## src/rtl/dcr_pkg.sv

```systemverilog
package dcr_pkg;
  localparam int BUS_W = 16;
  localparam int NBYTE = BUS_W / 8;

  typedef enum logic [1:0] {
    FN_WORD = 2'b00,
    FN_BYTE = 2'b01,
    FN_CTRL = 2'b10,
    FN_RSVD = 2'b11
  } fn_e;

  typedef struct packed {
    logic       sel;
    logic       wr;
    fn_e        fn;
    logic [3:0] idx;
  } cmd_t;

  function automatic logic odd_bit(input logic [7:0] b);
    return ~(^b);
  endfunction
endpackage

```

## src/rtl/dcr_decode.sv

```systemverilog
module dcr_decode
  import dcr_pkg::*;
#(
  parameter logic [7:0] DEV_ADDR = 8'h5A
) (
  input  logic             tag,
  input  logic             strobe,
  input  logic [BUS_W-1:0] addr,
  output cmd_t             cmd
);
  logic unused_chan_sel;
  assign unused_chan_sel = addr[15];

  always_comb begin
    cmd.sel = tag & strobe & (addr[7:0] == DEV_ADDR);
    cmd.wr  = addr[14];
    cmd.fn  = fn_e'(addr[13:12]);
    cmd.idx = addr[11:8];
  end
endmodule

```

## src/rtl/dcr_parity_chk.sv

```systemverilog
module dcr_parity_chk #(
  parameter int NB = 2
) (
  input  logic [NB*8-1:0] data,
  input  logic [NB-1:0]   par,
  input  logic [NB-1:0]   mask,
  output logic            err
);
  logic [NB-1:0] bad;

  for (genvar i = 0; i < NB; i++) begin : g_byte
    assign bad[i] = mask[i] & ~(^{data[i*8 +: 8], par[i]});
  end

  assign err = |bad;
endmodule

```

## src/rtl/dcr_store.sv

```systemverilog
module dcr_store #(
  parameter int NREG = 4,
  parameter int W    = 16
) (
  input  logic         clk,
  input  logic         rst_n,
  input  logic         wr_en,
  input  logic [3:0]   wr_idx,
  input  logic [W-1:0] wr_data,
  input  logic         set_err,
  input  logic         clr_err,
  input  logic [3:0]   rd_idx,
  output logic [W-1:0] rd_data,
  output logic         err_flag
);
  localparam int IDX_W = $clog2(NREG);

  logic [W-1:0] regs_q [NREG];
  logic [W-1:0] regs_d [NREG];
  logic         err_q, err_d;
  logic         wr_ok, rd_ok;

  assign wr_ok = 32'(wr_idx) < NREG;
  assign rd_ok = 32'(rd_idx) < NREG;

  always_comb begin
    for (int i = 0; i < NREG; i++) regs_d[i] = regs_q[i];
    if (wr_en && wr_ok) regs_d[wr_idx[IDX_W-1:0]] = wr_data;
  end

  always_comb begin
    err_d = err_q;
    if (set_err)      err_d = 1'b1;
    else if (clr_err) err_d = 1'b0;
  end

  always_ff @(posedge clk or negedge rst_n) begin
    if (!rst_n) begin
      for (int i = 0; i < NREG; i++) regs_q[i] <= '0;
      err_q <= 1'b0;
    end else begin
      for (int i = 0; i < NREG; i++) regs_q[i] <= regs_d[i];
      err_q <= err_d;
    end
  end

  assign rd_data  = rd_ok ? regs_q[rd_idx[IDX_W-1:0]] : '0;
  assign err_flag = err_q;

  // once raised, the flag only drops on a clear
  a_r5_sticky_err: assert property (@(posedge clk) disable iff (!rst_n)
    (err_q && !clr_err) |=> err_q);
endmodule

```

## src/rtl/dcr_responder.sv

```systemverilog
module dcr_responder
  import dcr_pkg::*;
#(
  parameter logic [7:0] DEV_ADDR  = 8'h5A,
  parameter int         NREG      = 4,
  parameter bit         BYTE_MODE = 1'b0
) (
  input  logic        clk,
  input  logic        rst_n,
  input  logic        dc_tag,
  input  logic        strobe,
  input  logic [15:0] addr_in,
  input  logic [15:0] data_in,
  input  logic [1:0]  par_in,
  input  logic        intr_svc,
  input  logic [7:0]  intr_info,
  output logic        ack,
  output logic        data_oe,
  output logic [15:0] data_out,
  output logic [1:0]  par_out
);
  localparam logic [NBYTE-1:0] CHK_MASK = BYTE_MODE ? 2'b01 : 2'b11;

  // reset: asynchronous assert, synchronous release
  logic [1:0] rs_q;
  logic       rst_int_n;
  always_ff @(posedge clk or negedge rst_n) begin
    if (!rst_n) rs_q <= 2'b00;
    else        rs_q <= {rs_q[0], 1'b1};
  end
  assign rst_int_n = rs_q[1];

  cmd_t cmd;
  dcr_decode #(.DEV_ADDR(DEV_ADDR)) u_dec (
    .tag(dc_tag), .strobe(strobe), .addr(addr_in), .cmd(cmd)
  );

  logic par_err;
  dcr_parity_chk #(.NB(NBYTE)) u_chk (
    .data(data_in), .par(par_in), .mask(CHK_MASK), .err(par_err)
  );

  logic        dpc, wr_seq;
  logic        st_wr_en, st_set, st_clr, err_flag;
  logic [15:0] wr_word, st_rd;

  assign dpc    = cmd.sel & ~intr_svc;
  assign wr_seq = dpc & cmd.wr;

  always_comb begin
    if (BYTE_MODE || cmd.fn == FN_BYTE) wr_word = {8'h00, data_in[7:0]};
    else                                wr_word = data_in;
  end

  assign st_wr_en = wr_seq & ~par_err & ((cmd.fn == FN_WORD) | (cmd.fn == FN_BYTE));
  assign st_clr   = wr_seq & ~par_err & (cmd.fn == FN_CTRL);
  assign st_set   = wr_seq & par_err;

  dcr_store #(.NREG(NREG), .W(BUS_W)) u_store (
    .clk(clk), .rst_n(rst_int_n),
    .wr_en(st_wr_en), .wr_idx(cmd.idx), .wr_data(wr_word),
    .set_err(st_set), .clr_err(st_clr),
    .rd_idx(cmd.idx), .rd_data(st_rd), .err_flag(err_flag)
  );

  // read word selection
  logic [15:0] rd_word;
  always_comb begin
    unique case (cmd.fn)
      FN_WORD: rd_word = st_rd;
      FN_BYTE: rd_word = {8'h00, st_rd[7:0]};
      FN_CTRL: rd_word = {15'b0, err_flag};
      default: rd_word = '0;
    endcase
  end

  // next state of the bus outputs
  logic        ack_d, oe_d;
  logic [15:0] dout_d;
  logic [1:0]  par_d;
  always_comb begin
    ack_d  = 1'b0;
    oe_d   = 1'b0;
    dout_d = '0;
    if (intr_svc) begin
      ack_d  = 1'b1;
      oe_d   = 1'b1;
      dout_d = {intr_info, DEV_ADDR};
    end else if (cmd.sel) begin
      ack_d = 1'b1;
      if (!cmd.wr) begin
        oe_d   = 1'b1;
        dout_d = rd_word;
      end
    end
  end

  for (genvar i = 0; i < NBYTE; i++) begin : g_par
    assign par_d[i] = oe_d & odd_bit(dout_d[i*8 +: 8]);
  end

  always_ff @(posedge clk or negedge rst_int_n) begin
    if (!rst_int_n) begin
      ack      <= 1'b0;
      data_oe  <= 1'b0;
      data_out <= '0;
      par_out  <= '0;
    end else begin
      ack      <= ack_d;
      data_oe  <= oe_d;
      data_out <= dout_d;
      par_out  <= par_d;
    end
  end

  // an undriven bus carries zeros
  a_r12_idle_bus: assert property (@(posedge clk) disable iff (!rst_int_n)
    !data_oe |-> (data_out == 16'h0 && par_out == 2'b00));
  // every driven byte has odd parity
  a_r9_odd_parity: assert property (@(posedge clk) disable iff (!rst_int_n)
    data_oe |-> ((^{data_out[15:8], par_out[1]}) && (^{data_out[7:0], par_out[0]})));
  // an acknowledge always answers a request of the previous cycle
  a_r3_ack_has_cause: assert property (@(posedge clk) disable iff (!rst_int_n)
    ack |-> $past(intr_svc || (dc_tag && strobe)));
  // the bus is only driven inside an acknowledged sequence
  a_r2_oe_with_ack: assert property (@(posedge clk) disable iff (!rst_int_n)
    data_oe |-> ack);
  // interrupt service returns information byte and own address
  a_r11_intr_word: assert property (@(posedge clk) disable iff (!rst_int_n)
    (ack && $past(intr_svc)) |->
      (data_oe && data_out[7:0] == DEV_ADDR && data_out[15:8] == $past(intr_info)));
endmodule

```

## config.mk

```make
export PLATFORM = sky130hd
export DESIGN_NAME = dcr_responder
export DESIGN_NICKNAME = d
export VERILOG_FILES = /design/src/rtl/dcr_pkg.sv /design/src/rtl/dcr_decode.sv /design/src/rtl/dcr_parity_chk.sv /design/src/rtl/dcr_store.sv /design/src/rtl/dcr_responder.sv
export SDC_FILE = /design/constraint.sdc
export NUM_CORES = 1
export LEC_CHECK = 0
export ABC_AREA = 1
export BUFFER_PORTS_ARGS = -buffer_cell sky130_fd_sc_hd__buf_4
export CAP_MARGIN = 20
export CORE_MARGIN = 2
export CORE_UTILIZATION = 57
export DETAILED_ROUTE_END_ITERATION = 6
export HOLD_SLACK_MARGIN = 0.1
export PLACE_DENSITY = 0.8
export SKIP_LAST_GASP = 1
export SYNTH_ARGS = -nofsm -noshare
export SYNTH_HDL_FRONTEND = slang
export SYNTH_SLANG_ARGS = --single-unit
```

## constraint.sdc

```tcl
create_clock -name clk -period 3.41 [get_ports clk]
set_input_delay 0.8525 -clock clk [delete_from_list [all_inputs] [get_ports clk]]
set_output_delay 0.8525 -clock clk [all_outputs]
set_load 0.05 [all_outputs]
```

==> impl_metrics.csv <==
group,metric,value,unit
sta,clock.fmax,0.409,GHz
route,wl_per_cell,13.8,um
sta,maxSlewViolCount,0,
layout,syn_to_final_growth,17.9,%
placed_design,gp_congestion,0.827,
grt,grt.total_usage,26.6,%
synth,netlist.area_leader.share,47.2,%
power_and_ir_drop,p_per_area,397,mW/mm^2
power_and_ir_drop,swShare,30.1,%
sta,slew_headroom,57.1,%
outcome,status,"completed",
power_and_ir_drop,power.switching,649,uW
sta,rsz0062_at_grt,"no",
route,wl,11000,um
route,drt_iter0_markers,432,
grt,grt-ovfl-total,0,
sta,hold_viol_final,0,
flow_run,maxCapViolCount,0,
layout,mostFrequentLayoutCells,"nand2_1 (294), dfrtp_1 (86), buf_4 (85)",
synth,ys_types,20,
layout,antennaDiodeCount,0,
critical_path,rr_endpoint,"par_out[0]",
route,vias,4403,
synth,yosys.area.top_type,"dfrtp_1",
route,drc_errors,0,
cts,clk_pin_slew_worst_paths,90,ps
critical_path,cp.required,3650,ps
power_and_ir_drop,seq_power_share,48.6,%
grt,grt_pass1_vias,3984,
critical_path,rr_worst_depth,10,
cts,cts_buffer_depth,2,
critical_path,timing.rr.start,"u_store.regs_q[54]",
critical_path,arrival,2680,ps
critical_path,crit_fanout,21,
sta,setup_viol,0,
die,io_pins,67,
layout,drive_above_1_share,15.8,%
route,antenna_left,0,
critical_path,ff2ff_setup_slack,1880,ps
sta,finalClockSkew,6.04,ps
die,die-area,0.00883,mm^2
placed_design,numPortBuffers,65,
synth,synthTopCellsByArea,"dfrtp_1 (47%), nand2_1 (24%), nand4_1 (11%)",
die,die_w,94.0,um
cts,cts_hold_buf,0,
power_and_ir_drop,clkPwrFrac,32.9,%
sta,fin_crit_sh,71.6,%
placed_design,dp_hpwl,7750,um
die,die_y,94.0,um
grt,grt_antenna_before_repair,0,
layout,layout_commonest_cell,"nand2_1",
cts,cts_num_sinks,87,
critical_path,cp-end-kind,"flop",
critical_path,worstSetupPathType,"in2reg",
power_and_ir_drop,p_comb_share,18.5,%
cts,cts-buffers-inserted,9,
critical_path,max_stage_delay,350,ps
power_and_ir_drop,p_leak,3.07,nW
sta,finalCriticalPeriod,2440,ps
sta,setup_tns,0,ps
route,drtPass1Iterations,5,
power_and_ir_drop,peakVddDrop,0.317,mV
synth,yosys_warnings,0,
layout,fin_cells,798,
grt,grt_pass1_wl,18400,um
die,num_rows,32,
synth,ys_seq_elements,87,
synth,avgSynthCellArea,7.38,um^2
synth,seq_area_frac_synth,47.2,%
power_and_ir_drop,intPower,1.51,mW
cts,cts_max_level,3,
grt,grt_max_degree,86,
synth,syn-instance-count,625,
cts,worstSkewPairLatency,350,ps
layout,nets,738,
cts,cts-root-buf,"clkbuf_8",
worst_hold_path,hold_class,"reg2async",
cts,cts_resized,0,
critical_path,cp-start-kind,"input port",
sta,tightest_slew,642,ps
route,viasPerCell,5.52,
synth,syn-num-nets,672,
die,initial_core_util,59.4,%
die,coreArea,0.00777,mm^2
placed_design,dpl.cell_count,781,
critical_path,cpMaxStageDelayCell,"nor2_2",
cts,post_cts_buffers,0,
cts,cts_tree,"done",
critical_path,crit_chain,"buf_4 > inv_1 > nor2_2 > buf_12 > nand2_1 > nand2_1 > nor2_1 > nor2_1 > nand2_1 > nand2_1 > nand2_1 > nand2_1 > inv_1 > nand2_1 > nand2_1 > o21ai_0 > nor2_1",
sta,worst_slack,967,ps
layout,fill_cells,650,
synth,synth_area,0.00461,mm^2
critical_path,crit_path_frequent_cell,"nand2_1",
placed_design,dp_worst_setup_slack,581,ps
flip-flops by register name, indices dropped and copies added (netlist names):
register          flops
data_oe               1
u_store.err_flag      1
data_out             16
ack                   1
u_store.regs_q       64
par_out               2
rs_q                  2
power by group through the flow:
stage	clock network, mW	registers, mW	logic, mW
5_1_grt	0.768	1.05	0.436
3_5_place_dp	0	1.09	0.376
3_3_place_gp	0	1.09	0.366
6_report	0.709	1.05	0.400
4_1_cts	0.720	1.07	0.377
2_1_floorplan	0	1.12	0.247
synthesized netlist by cell type:
| cell | number |
|---|---|
| nand2_1 | 294 |
| dfrtp_1 | 87 |
| nand4_1 | 78 |
| inv_1 | 38 |
| nor2_1 | 37 |
| nand3_1 | 26 |
| buf_2 | 15 |
| xnor2_1 | 9 |
| clkbuf_1 | 7 |
| o21ai_0 | 7 |
| xor2_1 | 7 |
| buf_4 | 5 |
| buf_6 | 5 |
| nor2_2 | 4 |
| a21oi_1 | 1 |
| clkinv_1 | 1 |
| conb_1 | 1 |
| nand3b_1 | 1 |
| nor2_4 | 1 |
| nor3b_1 | 1 |
worst max-delay path, delay by kind of cell:
| kind | cells | cell delay [ps] |
|---|---|---|
| AOI/OAI and AO/OA | 1 | 170 |
| and+or+nand+nor | 12 | 1100 |
| buffers and inverters | 4 | 560 |
per-layer routing:
layer | vias to the layer above | GRT usage (%) | part of all wire (%)
met4 | 0 | 8.70 | 1.4
met1 | 2053 | 37.4 | 44
li1 | 2148 | - | -
met2 | 186 | 43.3 | 46
met5 | - | 0 | 0
met3 | 16 | 2.81 | 8.1
kinds of logic (layout without fill, tap and decap cells):
group	count (synthesis)	count (layout)	share of synthesized area [%]
compound gates	8	8	0.867
flops	87	87	47.2
xor+xnor	16	16	3.04
other cells	1	1	0.0813
simple gates	442	442	41.4
buf+inv	71	142	7.40
worst max path at each step:
stage | startpoint | to | cells past startpoint
final | addr_in[9] | par_out[0] | 17
after global routing | addr_in[9] | par_out[0] | 17
after CTS | addr_in[9] | par_out[0] | 17
after detailed placement | addr_in[9] | par_out[0] | 17
after global placement | addr_in[9] | par_out[1] | 15
after floorplan | rs_q[1] | ack | 0
cell type report:
class	instances	area (um^2)	area share, %
inverter	39	146	2.69
multi-input combinational	467	2100	38.7
tap	102	128	2.35
timing repair buffer	87	686	12.6
clock inverter	7	72.6	1.33
sequential	87	2180	40.1
clock buffer	9	124	2.28
stage by stage:
stage | power [mW] | hold slack [ps] | util [%] | cell area [um^2]
3_3_place_gp | 1.45 | 339 | 67.2 | 5220
3_5_place_dp | 1.46 | 343 | 67.2 | 5220
6_report | 2.16 | 161 | 70.0 | 5440
4_1_cts | 2.16 | 252 | 69.7 | 5410
5_1_grt | 2.26 | 179 | 70.0 | 5440
2_1_floorplan | 1.37 | 331 | - | 4610
No activity file was read; power rests on OpenSTA's default activity.
